**config.mk**
```make
export PLATFORM = sky130hd
export DESIGN_NAME = dma_rx_channel
export DESIGN_NICKNAME = d
export VERILOG_FILES = /design/src/rtl/dma_rx_pkg.sv /design/src/rtl/dma_rx_sync.sv /design/src/rtl/dma_rx_edge.sv /design/src/rtl/dma_rx_channel.sv
export SDC_FILE = /design/constraint.sdc
export NUM_CORES = 1
export LEC_CHECK = 0
export ABC_CLOCK_PERIOD_IN_PS = 1950
export BUFFER_PORTS_ARGS = -buffer_cell sky130_fd_sc_hd__buf_2
export CAP_MARGIN = 15
export CELL_PAD_IN_SITES_DETAIL_PLACEMENT = 1
export CELL_PAD_IN_SITES_GLOBAL_PLACEMENT = 2
export CORE_UTILIZATION = 30
export CTS_BUF_LIST = sky130_fd_sc_hd__clkbuf_2 sky130_fd_sc_hd__clkbuf_4 sky130_fd_sc_hd__clkbuf_8
export CTS_CLUSTER_DIAMETER = 50
export DETAILED_ROUTE_END_ITERATION = 16
export HOLD_SLACK_MARGIN = 0.06
export PLACE_DENSITY = 0.75
export SYNTH_ARGS = -nofsm -noshare
export SYNTH_HDL_FRONTEND = slang
export SYNTH_SLANG_ARGS = --single-unit
```
**constraint.sdc**
```tcl
create_clock -name clk -period 1.95 [get_ports clk]
set_input_delay 0.195 -clock clk [delete_from_list [all_inputs] [get_ports clk]]
set_output_delay 0.195 -clock clk [all_outputs]
set_load 0.01 [all_outputs]
```
**src/rtl/dma_rx_pkg.sv**
```systemverilog
package dma_rx_pkg;
    localparam logic [1:0] DIR_RECEIVE = 2'b01;

    typedef enum logic [1:0] {
        ST_IDLE     = 2'd0,
        ST_ARMED    = 2'd1,
        ST_LATCH    = 2'd2,
        ST_WAIT_ACK = 2'd3
    } rx_state_e;
endpackage

```
**src/rtl/dma_rx_sync.sv**
```systemverilog
module dma_rx_sync #(
    parameter int               W   = 3,
    parameter logic [W-1:0]     RST = '0
) (
    input  logic         clk,
    input  logic         rst_n,
    input  logic [W-1:0] async_in,
    output logic [W-1:0] sync_out
);
    for (genvar i = 0; i < W; i++) begin : g_bit
        logic stage1_q;
        logic stage2_q;
        always_ff @(posedge clk or negedge rst_n) begin
            if (!rst_n) begin
                stage1_q <= RST[i];
                stage2_q <= RST[i];
            end else begin
                stage1_q <= async_in[i];
                stage2_q <= stage1_q;
            end
        end
        assign sync_out[i] = stage2_q;
    end
endmodule

```
**src/rtl/dma_rx_edge.sv**
```systemverilog
module dma_rx_edge #(
    parameter int           W   = 3,
    parameter logic [W-1:0] RST = '0
) (
    input  logic         clk,
    input  logic         rst_n,
    input  logic [W-1:0] level,
    output logic [W-1:0] rise,
    output logic [W-1:0] fall
);
    logic [W-1:0] prev_q;

    always_ff @(posedge clk or negedge rst_n) begin
        if (!rst_n) prev_q <= RST;
        else        prev_q <= level;
    end

    assign rise = level & ~prev_q;
    assign fall = ~level & prev_q;
endmodule

```
**src/rtl/dma_rx_channel.sv**
```systemverilog
module dma_rx_channel
    import dma_rx_pkg::*;
#(
    parameter int AW = 16
) (
    input  logic          clk,
    input  logic          rst_n,
    input  logic [1:0]    cfg_dir,
    input  logic          cfg_burst,
    input  logic          en_set,
    input  logic          cfg_ld,
    input  logic [AW-1:0] cfg_start,
    input  logic [AW-1:0] cfg_end,
    input  logic          sts_clr,
    input  logic          ext_wr_n,
    input  logic          ext_dack_n,
    input  logic          ext_tc,
    input  logic          ext_cs,
    input  logic          ext_a0,
    input  logic [7:0]    ext_dq,
    output logic          ext_dreq,
    output logic          mem_req,
    input  logic          mem_ack,
    output logic [AW-1:0] mem_addr,
    output logic [7:0]    mem_data,
    output logic          busy,
    output logic          irq,
    output logic          overrun
);
    localparam int         NSIG    = 3;
    localparam int         IDX_WR  = 0;
    localparam int         IDX_ACK = 1;
    localparam int         IDX_TC  = 2;
    localparam logic [NSIG-1:0] IDLE_LEVELS = 3'b011;

    typedef struct packed {
        rx_state_e     st;
        logic          en;
        logic          dreq;
        logic          tc_seen;
        logic          irq;
        logic          ovr;
        logic [7:0]    rxbuf;
        logic [AW-1:0] addr;
        logic [AW-1:0] end_addr;
    } chan_t;

    chan_t r_q, r_d;

    logic [NSIG-1:0] raw_in, sync_lv, lv_rise, lv_fall;
    logic            unused_pins;

    assign raw_in      = {ext_tc, ext_dack_n, ext_wr_n};
    assign unused_pins = ext_cs ^ ext_a0;

    dma_rx_sync #(.W(NSIG), .RST(IDLE_LEVELS)) u_sync (
        .clk      (clk),
        .rst_n    (rst_n),
        .async_in (raw_in),
        .sync_out (sync_lv)
    );

    dma_rx_edge #(.W(NSIG), .RST(IDLE_LEVELS)) u_edge (
        .clk   (clk),
        .rst_n (rst_n),
        .level (sync_lv),
        .rise  (lv_rise),
        .fall  (lv_fall)
    );

    logic wr_hit, tc_rise, at_end;
    assign wr_hit  = lv_fall[IDX_WR] & ~sync_lv[IDX_ACK];
    assign tc_rise = lv_rise[IDX_TC];
    assign at_end  = (r_q.addr == r_q.end_addr);

    always_comb begin
        r_d = r_q;
        if (sts_clr) begin
            r_d.irq = 1'b0;
            r_d.ovr = 1'b0;
        end
        case (r_q.st)
            ST_IDLE: begin
                if (cfg_ld) begin
                    r_d.addr     = cfg_start;
                    r_d.end_addr = cfg_end;
                end
                if (en_set && cfg_dir == DIR_RECEIVE && cfg_burst) begin
                    r_d.en      = 1'b1;
                    r_d.dreq    = 1'b1;
                    r_d.tc_seen = 1'b0;
                    r_d.st      = ST_ARMED;
                end
            end
            ST_ARMED: begin
                if (tc_rise) begin
                    r_d.en   = 1'b0;
                    r_d.dreq = 1'b0;
                    r_d.st   = ST_IDLE;
                end else if (wr_hit) begin
                    r_d.rxbuf = ext_dq;
                    r_d.st    = ST_LATCH;
                end
            end
            ST_LATCH: begin
                r_d.st = ST_WAIT_ACK;
                if (wr_hit)  r_d.ovr = 1'b1;
                if (tc_rise) begin
                    r_d.tc_seen = 1'b1;
                    r_d.dreq    = 1'b0;
                end
            end
            ST_WAIT_ACK: begin
                if (wr_hit)  r_d.ovr = 1'b1;
                if (tc_rise) begin
                    r_d.tc_seen = 1'b1;
                    r_d.dreq    = 1'b0;
                end
                if (mem_ack) begin
                    r_d.addr = r_q.addr + 1'b1;
                    if (at_end) begin
                        r_d.irq  = 1'b1;
                        r_d.en   = 1'b0;
                        r_d.dreq = 1'b0;
                        r_d.st   = ST_IDLE;
                    end else if (r_q.tc_seen || tc_rise) begin
                        r_d.en   = 1'b0;
                        r_d.dreq = 1'b0;
                        r_d.st   = ST_IDLE;
                    end else begin
                        r_d.st = ST_ARMED;
                    end
                end
            end
            default: r_d.st = ST_IDLE;
        endcase
    end

    always_ff @(posedge clk or negedge rst_n) begin
        if (!rst_n) begin
            r_q <= '{st: ST_IDLE, en: 1'b0, dreq: 1'b0, tc_seen: 1'b0,
                     irq: 1'b0, ovr: 1'b0, rxbuf: '0, addr: '0, end_addr: '0};
        end else begin
            r_q <= r_d;
        end
    end

    assign ext_dreq = r_q.dreq;
    assign mem_req  = (r_q.st == ST_WAIT_ACK);
    assign mem_addr = r_q.addr;
    assign mem_data = r_q.rxbuf;
    assign busy     = r_q.en;
    assign irq      = r_q.irq;
    assign overrun  = r_q.ovr;
endmodule

```
==> reports/qor.yml, run 1 <==
critPathLaunchType: "flip-flop"
powerDensity_nw_per_um2: 1470
grt_pass1_wl_um: 13100
ys_types: 45
final_core_util_pct: 38.1
most-common-layout-cells: "buf_2 (80), dfrtp_1 (50), nand2_1 (24)"
die_h_um: 100
ys_seq_area_share_pct: 47.5
path_class: "flip-flop to flip-flop"
synth_cells: 278
ctsRootBufferMaster: "clkbuf_8"
gr-usage-all-layers_pct: 16.7
netlist_area_um2: 2910
clk_pin_slew_ns: 0.10
fin_skew_ns: 0.00450
cts-htree-levels: 2
min_path_type: "primary input to flip-flop"
clkPwrFrac_pct: 13.1
grt_max_degree: 32
ir_drop_mv: 0.550
drt_iter0_markers: 94
post-route-period-util_pct: 99.1
p_seq_share_pct: 40.0
slew_headroom_pct: 43.0
avgSynthCellArea_um2: 10.5
wl_um: 7820
fillerInstances: 1079
placed_cell_area_um2: 3400
insertion_delay_ns: 0.31
internal-power_uw: 3170
crit_required_ns: 2.15
io_buffers: 80
finalWorstSetupSlack_ns: 0.0180
p_comb_share_pct: 46.9
clock_sink_count: 55
critical_path.max_fanout: 5
final_layout_size_suffix_gt1_share_pct: 41.6
start_util_pct: 31.2
fp.dieW_um: 100
area_growth_pct: 22.2
fp.dieArea_um2: 10100
final_common_cell: "buf_2"
multi_input_area_um2: 1270
fmax_mhz: 518
wl_per_cell_um: 16.2
overflow: 0
setup_viol: 0
num-nets-final: 407
post-place-ws_ns: 0.00500
end_kind: "flip-flop"
grt_pass1_vias: 2512
gp_congestion: 0.793
p_leak_uw: 0.00162
rsz0062_at_grt: "yes"
numCtsBuffers: 5
route.vias.total: 2413
finalHoldViolCount: 0
boundaryPins: 83
crit_arrival_ns: 2.13
synth_fp_nets: 333
worstMarginPinSlew_ns: 0.854
cts_tree: "built"
period_needed_ns: 1.93
stdcell_area_um2: 3550
p_switching_uw: 2040
diodes: 0
ctsLongestPathBuffers: 2
ys.warnings.count: 0
core_area_um2: 9330
drc: 0
max_cap_violations: 0
p_sw_share_pct: 39.2
routed_via_density: 5.01
slew_viol_final: 0
rows: 35
regArea_um2: 1380
first_pass_iters: 4
ys_ff_latch: 55
postRouteAntennaNets: 0
status: "completed"
hpwl_um: 5910
antenna_found_initial: 0
[timing repair]
item | in CTS | in global routing
endpoints found under the setup margin | 8 | 5
gates resized for setup | 1 | 0
hold buffers | 4 | 0
hold endpoints to repair | 21 | 0
pin swaps | 0 | 0
cloned | 1 | 0
buffers inserted | 0 | 0
[layer usage]
metal	vias to the layer above	GRT usage [%]	share of wire, %
li1	1138	-	-
met1	1213	23.0	48
met2	54	27.1	47
met3	8	2.91	3.5
met4	0	4.24	1.3
met5	-	0	0
[cell type report]
type / instances / share of cell area [%]
clock buffer: 7 / 2.54
clock inverter: 1 / 0.246
inverter: 5 / 0.528
multi-input combinational: 178 / 35.6
sequential: 55 / 38.9
tap: 129 / 4.54
timing repair buffer: 107 / 17.6
[critical path: stages (launching register included)]
cell     delay [ns]
dfstp_2        0.52
or3b_4         0.40
or4b_4         0.57
mux2_4         0.33
[cell families (layout without fill, tap and decap cells)]
family | count (synthesis) | after routing | share of synthesized area [%]
simple gates | 68 | 69 | 12.3
xor+xnor | 16 | 16 | 4.82
mux | 25 | 25 | 10.7
compound gates | 67 | 67 | 14.6
fa+ha+maj | 1 | 1 | 0.430
flops | 55 | 55 | 47.5
buf+inv | 46 | 120 | 9.55
[flip-flops by register name (all words and copies together), names as in the netlist, named ones only]
signal,count
u_edge.prev_q,2
mem_data,8
overrun,1
irq,1
u_sync.g_bit.stage2_q,3
r_q,18
u_sync.g_bit.stage1_q,3
mem_addr,16
ext_dreq,1
busy,1
[cell usage after synthesis, drive strengths merged]
| cell type | n | area, um^2 |
|---|---|---|
| dfrtp | 50 | 1250 |
| buf | 31 | 221 |
| mux2 | 24 | 300 |
| nand2 | 24 | 90.1 |
| a21oi | 19 | 95.1 |
| o21ai | 16 | 80.1 |
| xnor2 | 16 | 140 |
| clkbuf | 10 | 37.5 |
| nor2 | 10 | 37.5 |
| a31oi | 9 | 56.3 |
| nand3 | 9 | 45.0 |
| nand4 | 8 | 50.1 |
| dfstp | 5 | 131 |
| inv | 5 | 18.8 |
| o2bb2ai | 4 | 35.0 |
| a2bb2oi | 3 | 26.3 |
| nor4 | 3 | 25.0 |
| o31ai | 3 | 22.5 |
| a31o | 2 | 17.5 |
| a32oi | 2 | 17.5 |
| a41oi | 2 | 17.5 |
| and3 | 2 | 12.5 |
| and4 | 2 | 17.5 |
| nand2b | 2 | 12.5 |
| a21o | 1 | 7.51 |
| a311oi | 1 | 8.76 |
| a32o | 1 | 10.0 |
| and4b | 1 | 10.0 |
| ha | 1 | 12.5 |
| mux2i | 1 | 10.0 |
| nand4b | 1 | 8.76 |
| nor2b | 1 | 6.26 |
| nor3 | 1 | 5.00 |
| nor3b | 1 | 7.51 |
| o211ai | 1 | 7.51 |
| o22ai | 1 | 6.26 |
| o31a | 1 | 8.76 |
| o41ai | 1 | 8.76 |
| or3 | 1 | 6.26 |
| or3b | 1 | 11.3 |
| or4b | 1 | 13.8 |
[per-stage QoR]
| step | hold slack [ns] | power (uW) | TNS (ns) | std cells |
|---|---|---|---|---|
| detailed placement | 0.186 | 4570 | 0 | 469 |
| floorplan | -0.101 | 3910 | 0 | 278 |
| global placement | 0.187 | 4490 | 0 | 469 |
| CTS | 0.106 | 5290 | 0 | 482 |
| finish | 0.113 | 5220 | 0 | 482 |
| global route | 0.0938 | 5650 | -0.0949 | 482 |
[power groups by stage]
| stage | registers [uW] | logic, uW | clock network [uW] |
|---|---|---|---|
| 4_1_cts | 2090 | 2490 | 710 |
| 6_report | 2090 | 2450 | 681 |
| 3_5_place_dp | 2110 | 2460 | 0 |
| 2_1_floorplan | 1980 | 1920 | 0 |
| 5_1_grt | 2160 | 2730 | 754 |
| 3_3_place_gp | 2080 | 2410 | 0 |
[worst paths after layout]
path                                                          from                            endpoint  slack (ns)  depth (start not counted)
min in group asynchronous                                    rst_n  u_sync.g_bit[2].stage1_q$_DFF_PN0_        0.38                          2
worst min register to register  u_sync.g_bit[2].stage1_q$_DFF_PN0_  u_sync.g_bit[2].stage2_q$_DFF_PN0_        0.36                          0
worst min-delay path                                    cfg_end[2]                  r_q[2]$_DFFE_PN0P_        0.11                          2
worst max-delay path                    u_edge.prev_q[0]$_DFF_PN1_             mem_data[5]$_DFFE_PN0P_        0.02                          3
worst max register to register          u_edge.prev_q[0]$_DFF_PN1_             mem_data[5]$_DFFE_PN0P_        0.02                          3
max in group asynchronous                                    rst_n          u_edge.prev_q[0]$_DFF_PN1_        0.89                          3
No activity file was read; power rests on OpenSTA's default activity.
==> inputs of run 2 (changes only) <==
--- a/config.mk
+++ b/config.mk
@@ -5,17 +5,19 @@
 export SDC_FILE = /design/constraint.sdc
 export NUM_CORES = 1
 export LEC_CHECK = 0
-export ABC_CLOCK_PERIOD_IN_PS = 1950
+export ABC_AREA = 1
+export ABC_CLOCK_PERIOD_IN_PS = 2100
 export BUFFER_PORTS_ARGS = -buffer_cell sky130_fd_sc_hd__buf_2
 export CAP_MARGIN = 15
 export CELL_PAD_IN_SITES_DETAIL_PLACEMENT = 1
 export CELL_PAD_IN_SITES_GLOBAL_PLACEMENT = 2
-export CORE_UTILIZATION = 30
+export CORE_UTILIZATION = 31
 export CTS_BUF_LIST = sky130_fd_sc_hd__clkbuf_2 sky130_fd_sc_hd__clkbuf_4 sky130_fd_sc_hd__clkbuf_8
 export CTS_CLUSTER_DIAMETER = 50
+export CTS_CLUSTER_SIZE = 12
 export DETAILED_ROUTE_END_ITERATION = 16
 export HOLD_SLACK_MARGIN = 0.06
-export PLACE_DENSITY = 0.75
+export PLACE_DENSITY = 0.78
 export SYNTH_ARGS = -nofsm -noshare
 export SYNTH_HDL_FRONTEND = slang
 export SYNTH_SLANG_ARGS = --single-unit
==> constraint.sdc (replaced) <==
create_clock -name clk -period 2.1 [get_ports clk]
set_input_delay 0.21 -clock clk [delete_from_list [all_inputs] [get_ports clk]]
set_output_delay 0.21 -clock clk [all_outputs]
set_load 0.01 [all_outputs]
==> run 2 against run 1 <==
Against the previous run: total power down 8.8%; utilization shrank 1.1 points; synthesized area increased by 6.5%; critical path type unchanged; largest cell class unchanged.
==> reports/qor.yml, run 2 <==
status: "completed"  # unchanged
largest_reg_flops: 18  # unchanged
gp_congestion: 0.744  # was 0.793
wl_um: 7900  # was 7820 um
grt_max_degree: 32  # unchanged
powerDensity_nw_per_um2: 1320  # was 1470 nW/um^2
final_core_util_pct: 37.0  # was 38.1%
synth_cells: 370  # was 278
rows: 36  # was 35
ctsResizeCount: 0  # was 1
hpwl_um: 5950  # was 5910 um
yosys.area.top_type_share_pct: 40.4  # was 43.0%
rsz0062_at_grt: "no"  # was yes
period_needed_ns: 1.69  # was 1.93 ns
avgSynthCellArea_um2: 8.37  # was 10.5 um^2
fmax_mhz: 591  # was 518 MHz
postRouteAntennaNets: 0  # unchanged
finalHoldViolCount: 0  # unchanged
fp.dieW_um: 102  # was 100 um
worstMarginPinSlew_ns: 0.641  # was 0.854 ns
die_h_um: 102  # was 100 um
final_common_cell: "nand2_1"  # was buf_2
grt_pass1_wl_um: 12700  # was 13100 um
routed_via_density: 4.50  # was 5.01
insertion_delay_ns: 0.33  # was 0.31 ns
netlist_area_um2: 3100  # was 2910 um^2
ys_types: 38  # was 45
critPathLaunchType: "flip-flop"  # unchanged
grt_pass1_vias: 2538  # was 2512
fin_skew_ns: 0.00885  # was 0.00450 ns
drc: 0  # unchanged
max_cap_violations: 0  # unchanged
end_kind: "flip-flop"  # unchanged
overflow: 0  # unchanged
setup_tns_ns: 0  # unchanged
clk_pin_slew_ns: 0.11  # was 0.10 ns
crit_arrival_ns: 1.91  # was 2.13 ns
core_area_um2: 9730  # was 9330 um^2
synthTopCellsByCount: "nand2_1 (86), dfrtp_1 (50), inv_1 (41)"  # was dfrtp_1 (50), buf_4 (24), nand2_1 (24)
ctsLongestPathBuffers: 2  # unchanged
ir_drop_mv: 0.410  # was 0.550 mV
route.vias.total: 2549  # was 2413
antenna_found_initial: 0  # unchanged
wl_per_cell_um: 13.9  # was 16.2 um
drt_iter0_markers: 100  # was 94
cts-htree-levels: 2  # unchanged
fin_total_pwr_uw: 4760  # was 5220 uW
post-route-period-util_pct: 80.6  # was 99.1%
start_util_pct: 31.8  # was 31.2%
final_layout_size_suffix_gt1_share_pct: 30.2  # was 41.6%
post-place-ws_ns: 0.429  # was 0.00500 ns
numCtsBuffers: 5  # unchanged
synth-main-ff-cell: "dfrtp_1"  # unchanged
ys_seq_area_share_pct: 44.7  # was 47.5%
area_growth_pct: 16.3  # was 22.2%
synthArstFlopShare_pct: 100  # unchanged
min_path_type: "primary input to flip-flop"  # unchanged
first_pass_iters: 6  # was 4
stdcell_area_um2: 3600  # was 3550 um^2
fillerInstances: 1226  # was 1079
synthTopCellsByArea: "dfrtp_1 (40%), nand2_1 (10%), buf_4 (5.8%), a21oi_1 (5.2%), inv_1 (5.0%)"  # was dfrtp_1 (43%), buf_4 (6.2%), mux2_2 (6.2%), xnor2_1 (4.8%), dfstp_2 (4.5%)
synth_most_common_cell: "nand2_1"  # was dfrtp_1
boundaryPins: 83  # unchanged
most-common-layout-cells: "nand2_1 (86), buf_2 (80), dfrtp_1 (50)"  # was buf_2 (80), dfrtp_1 (50), nand2_1 (24)
fp.dieArea_um2: 10400  # was 10100 um^2
finalWorstSetupSlack_ns: 0.407  # was 0.0180 ns
ys.warnings.count: 0  # unchanged
ctsRootBufferMaster: "clkbuf_8"  # unchanged
clock_sink_count: 55  # unchanged
diodes: 0  # unchanged
placed_cell_area_um2: 3470  # was 3400 um^2
path_class: "flip-flop to flip-flop"  # unchanged
largest-register: "r_q"  # unchanged
crit_required_ns: 2.31  # was 2.15 ns
critical_path.max_fanout: 9  # was 5
gr-usage-all-layers_pct: 16.3  # was 16.7%
slew_viol_final: 0  # unchanged
ys_ff_latch: 55  # unchanged
p_leak_uw: 0.00188  # was 0.00162 uW
setup_viol: 0  # unchanged
synth_edf_count: 0  # unchanged
cts_tree: "built"  # unchanged
yosys.area.top_type: "dfrtp_1"  # unchanged
io_buffers: 80  # unchanged
slew_headroom_pct: 57.2  # was 43.0%
synth_fp_nets: 425  # was 333
num-nets-final: 488  # was 407
-- run 2: cell types whose count changed after synthesis, moves of 13 or more --
| cell | before | now |
|---|---|---|
| nand2_1 | 24 | 86 |
| xnor2_1 | 16 | 0 |
| nor2_1 | 10 | 39 |
| a21oi_1 | 19 | 32 |
| o21ai_0 | 16 | 3 |
| mux2_2 | 16 | 0 |
| inv_1 | 5 | 41 |
-- run 2: worst max-delay path, stage by stage (launching register included) --
cell and delay, ns:
dfstp_2 0.53, inv_1 0.03, nor3_1 0.45, nand2_4 0.23, mux2_4 0.35
-- run 2: final timing paths --
path / depth (start not counted) / slack [ns] / start / end
worst max-delay path: 4 / 0.41 / u_edge.prev_q[0]$_DFF_PN1_ / mem_data[1]$_DFFE_PN0P_
worst min-delay path: 2 / 0.07 / sts_clr / irq$_DFF_PN0_
worst max register to register: 4 / 0.41 / u_edge.prev_q[0]$_DFF_PN1_ / mem_data[1]$_DFFE_PN0P_
worst min register to register: 0 / 0.36 / u_sync.g_bit[2].stage1_q$_DFF_PN0_ / u_sync.g_bit[2].stage2_q$_DFF_PN0_
max in group asynchronous: 3 / 1.01 / rst_n / u_sync.g_bit[1].stage2_q$_DFF_PN1_
min in group asynchronous: 2 / 0.43 / rst_n / u_sync.g_bit[2].stage1_q$_DFF_PN0_
-- run 2: per-stage QoR --
step	hold slack (ns)	instances
final	0.0703	567
after global routing	0.0709	567
after CTS	0.0659	567
after detailed placement	0.271	555
after global placement	0.272	555
after floorplan	-0.0856	370
-- run 2: cells by family after synthesis --
group                      count (synthesis)  synth area share [%]
buffers and inverters                     78                  13.3
DFF                                       55                  44.7
and+or+nand+nor                          156                  22.9
AOI/OAI and AO/OA                         64                  12.6
muxes                                      8                  3.88
xor gates and xnor gates                   8                  2.26
adders and majority gates                  1                 0.404
-- run 2: metal layers --
layer  global-route usage [%]  part of all wire [%]
met3                     3.08                   3.6
met1                     22.4                    47
met2                     26.0                    48
met4                     5.05                   1.5
met5                        0                     0
-- run 2: final cells by class --
class | instances | area (um^2) | area share, %
timing repair buffer | 88 | 483 | 13.4
inverter | 46 | 178 | 4.93
clock buffer | 5 | 68.8 | 1.91
sequential | 55 | 1380 | 38.4
multi-input combinational | 237 | 1300 | 36.1
tap | 133 | 166 | 4.62
clock inverter | 3 | 22.5 | 0.625
-- run 2: report_power, final --
| part | leakage [uW] | switching [uW] | internal, uW | total (uW) |
|---|---|---|---|---|
| clock network | 0.0000489 | 394 | 243 | 637 |
| registers | 0.000632 | 383 | 1500 | 1880 |
| logic | 0.00120 | 1350 | 892 | 2240 |
| total | 0.00188 | 2130 | 2630 | 4760 |
-- run 2: timing repair --
item                      in CTS  in global routing
hold buffers                   4                  0
hold endpoints to repair      27                  0
setup buffers                  0                  0
==> inputs of run 3 (changes only) <==
--- a/config.mk
+++ b/config.mk
@@ -5,19 +5,19 @@
 export SDC_FILE = /design/constraint.sdc
 export NUM_CORES = 1
 export LEC_CHECK = 0
-export ABC_AREA = 1
-export ABC_CLOCK_PERIOD_IN_PS = 2100
+export ABC_AREA = 0
+export ABC_CLOCK_PERIOD_IN_PS = 1600
 export BUFFER_PORTS_ARGS = -buffer_cell sky130_fd_sc_hd__buf_2
 export CAP_MARGIN = 15
 export CELL_PAD_IN_SITES_DETAIL_PLACEMENT = 1
 export CELL_PAD_IN_SITES_GLOBAL_PLACEMENT = 2
-export CORE_UTILIZATION = 31
+export CORE_UTILIZATION = 33
 export CTS_BUF_LIST = sky130_fd_sc_hd__clkbuf_2 sky130_fd_sc_hd__clkbuf_4 sky130_fd_sc_hd__clkbuf_8
 export CTS_CLUSTER_DIAMETER = 50
 export CTS_CLUSTER_SIZE = 12
 export DETAILED_ROUTE_END_ITERATION = 16
 export HOLD_SLACK_MARGIN = 0.06
-export PLACE_DENSITY = 0.78
+export PLACE_DENSITY = 0.79
 export SYNTH_ARGS = -nofsm -noshare
 export SYNTH_HDL_FRONTEND = slang
 export SYNTH_SLANG_ARGS = --single-unit
==> constraint.sdc (replaced) <==
create_clock -name clk -period 1.6 [get_ports clk]
set_input_delay 0.16 -clock clk [delete_from_list [all_inputs] [get_ports clk]]
set_output_delay 0.16 -clock clk [all_outputs]
set_load 0.01 [all_outputs]
==> run 3 against run 2 <==
Against the previous run: the flow now finishes with violations (setup timing); critical path depth down 1; first-iteration DRC count is 9.0% lower; cell count is 13% lower; critical path type unchanged; highest routed layer unchanged.
==> reports/qor.yml, run 3 (same netlist as run 1, synthesis figures left out) <==
p_sw_share_pct: 39.3  # was 44.7%
routed_via_density: 5.22  # was 4.50
use_met3_pct: 3.95  # was 3.08%
cts_tree: "built"  # unchanged
gr-usage-all-layers_pct: 19.1  # was 16.3%
p_leak_uw: 0.00186  # was 0.00188 uW
grtUsageMet2_pct: 28.6  # was 26.0%
slowest_delay_ns: 0.57  # was 0.53 ns
placed_cell_area_um2: 3520  # was 3470 um^2
rows: 33  # was 36
gp_congestion: 0.778  # was 0.744
p_seq_share_pct: 35.7  # was 39.5%
period_needed_ns: 1.91  # was 1.69 ns
grt_max_degree: 56  # was 32
area_growth_pct: 37.9  # was 16.3%
fmax_mhz: 523  # was 591 MHz
cts-htree-levels: 2  # unchanged
start_util_pct: 34.7  # was 31.8%
io_buffers: 80  # unchanged
min_from: "ext_dq[7]"  # was sts_clr
busiest_layer: "met2"  # unchanged
use_met1_pct: 27.3  # was 22.4%
clkPwrFrac_pct: 11.1  # was 13.4%
diodes: 0  # unchanged
setup_tns_ns: -2.58  # was 0 ns
setup_viol: 9  # was 0
startpoint: "u_edge.prev_q[0]$_DFF_PN1_"  # unchanged
ctsRootBufferMaster: "clkbuf_8"  # unchanged
finalHoldViolCount: 0  # unchanged
critPathLaunchType: "flip-flop"  # unchanged
fin_total_pwr_uw: 7280  # was 4760 uW
post-route-period-util_pct: 119  # was 80.6%
grt_pass1_wl_um: 13200  # was 12700 um
clk_pin_slew_ns: 0.10  # was 0.11 ns
numCtsBuffers: 5  # unchanged
fin_skew_ns: 0.00533  # was 0.00885 ns
wl_per_cell_um: 17.3  # was 13.9 um
overflow: 0  # unchanged
crit_required_ns: 1.81  # was 2.31 ns
finalWorstSetupSlack_ns: -0.311  # was 0.407 ns
slew_viol_final: 0  # unchanged
grt_pass1_vias: 2510  # was 2538
clock_sink_count: 55  # unchanged
postRouteAntennaNets: 0  # unchanged
p_comb_share_pct: 53.2  # was 47.1%
end_kind: "flip-flop"  # unchanged
insertion_delay_ns: 0.32  # was 0.33 ns
status: "finished with violations"  # was completed
path_class: "flip-flop to flip-flop"  # unchanged
core_area_um2: 8380  # was 9730 um^2
worstMarginPinSlew_ns: 0.395  # was 0.641 ns
die_h_um: 95.9  # was 102 um
slew_headroom_pct: 73.5  # was 57.2%
min_path_cells: 2  # unchanged
final_common_cell: "buf_2"  # was nand2_1
final_layout_size_suffix_gt1_share_pct: 52.7  # was 30.2%
internal-power_uw: 4420  # was 2630 uW
stdcell_area_um2: 4010  # was 3600 um^2
timing.rr.start: "u_edge.prev_q[0]$_DFF_PN1_"  # unchanged
wl_um: 8490  # was 7900 um
boundaryPins: 83  # unchanged
fp.dieW_um: 95.9  # was 102 um
drt_iter0_markers: 91  # was 100
p_switching_uw: 2860  # was 2130 uW
critical_path.max_fanout: 5  # was 9
max_cap_violations: 0  # unchanged
most-common-layout-cells: "buf_2 (80), dfrtp_1 (45), buf_4 (44)"  # was nand2_1 (86), buf_2 (80), dfrtp_1 (50)
largest_reg_flops: 18  # unchanged
ir_drop_mv: 0.662  # was 0.410 mV
num-nets-final: 441  # was 488
first_pass_iters: 4  # was 6
rsz0062_at_grt: "yes"  # was no
route.vias.total: 2569  # was 2549
min_path_type: "primary input to flip-flop"  # unchanged
fp.dieArea_um2: 9190  # was 10400 um^2
ctsLongestPathBuffers: 2  # unchanged
violations: "setup timing"
drc: 0  # unchanged
reg2regPathDepth: 3  # was 4
powerDensity_nw_per_um2: 1820  # was 1320 nW/um^2
hpwl_um: 5880  # was 5950 um
antenna_found_initial: 0  # unchanged
largest-register: "r_q"  # unchanged
cp_slowest_cell: "or4b_4"  # was dfstp_2
crit_chain: "or3b_4 -> or4b_4 -> mux2_4"  # was inv_1 -> nor3_1 -> nand2_4 -> mux2_4
fillerInstances: 950  # was 1226
crit_arrival_ns: 2.12  # was 1.91 ns
==> run 3: cell type report <==
class	instances	area [um^2]	share of cell area, %
clock inverters	2	12.5	0.312
clock buffers	6	76.3	1.90
repair buffers	141	948	23.7
flip-flops and latches	55	1390	34.6
inverters	5	21.3	0.531
well taps	105	131	3.28
multi-input cells	178	1430	35.7
==> run 3: layer usage <==
layer	routed length [um]	share of wire, %
met1	4000	47
met2	4020	47
met3	355	4.2
met4	117	1.4
met5	0	0
==> run 3: worst paths after layout <==
check	end	slack, ns
worst min register to register	u_sync.g_bit[1].stage2_q$_DFF_PN1_	0.36
worst min-delay path	mem_data[7]$_DFFE_PN0P_	0.07
min in group asynchronous	u_sync.g_bit[2].stage1_q$_DFF_PN0_	0.36
max in group asynchronous	u_edge.prev_q[0]$_DFF_PN1_	0.94
worst max-delay path	mem_data[0]$_DFFE_PN0P_	-0.31
worst max register to register	mem_data[0]$_DFFE_PN0P_	-0.31
==> run 3: power groups by stage <==
stage | Clock [uW] | Sequential (uW) | Combinational, uW
2_1_floorplan | 0 | 2420 | 2360
3_3_place_gp | 0 | 2520 | 3190
3_5_place_dp | 0 | 2560 | 3280
4_1_cts | 839 | 2550 | 3510
5_1_grt | 893 | 2670 | 4240
6_report | 808 | 2600 | 3870
==> run 3: through the flow <==
| stage | instances | worst slack, ns | utilization [%] | hold slack [ns] |
|---|---|---|---|---|
| floorplan | 278 | -0.308 | - | -0.136 |
| global placement | 463 | -0.320 | 42.0 | 0.183 |
| detailed placement | 463 | -0.335 | 42.0 | 0.196 |
| CTS | 482 | -0.316 | 44.9 | 0.0610 |
| global route | 492 | -0.373 | 47.8 | 0.0632 |
| finish | 492 | -0.311 | 47.8 | 0.0699 |
==> run 3: timing repair <==
item                                    CTS  global route
gates resized for setup                  11            35
pin swaps                                 3            13
gates cloned                              1             1
setup buffers                             5             7
endpoints found under the setup margin   37            39
endpoints found under the hold margin    54             2
hold buffers                              5             2
==> run 3: worst max-delay path, delay by kind of cell, from the launching register on <==
family / cells / cell delay [ns]
and+or+nand+nor: 2 / 0.96
DFF: 1 / 0.52
muxes: 1 / 0.32
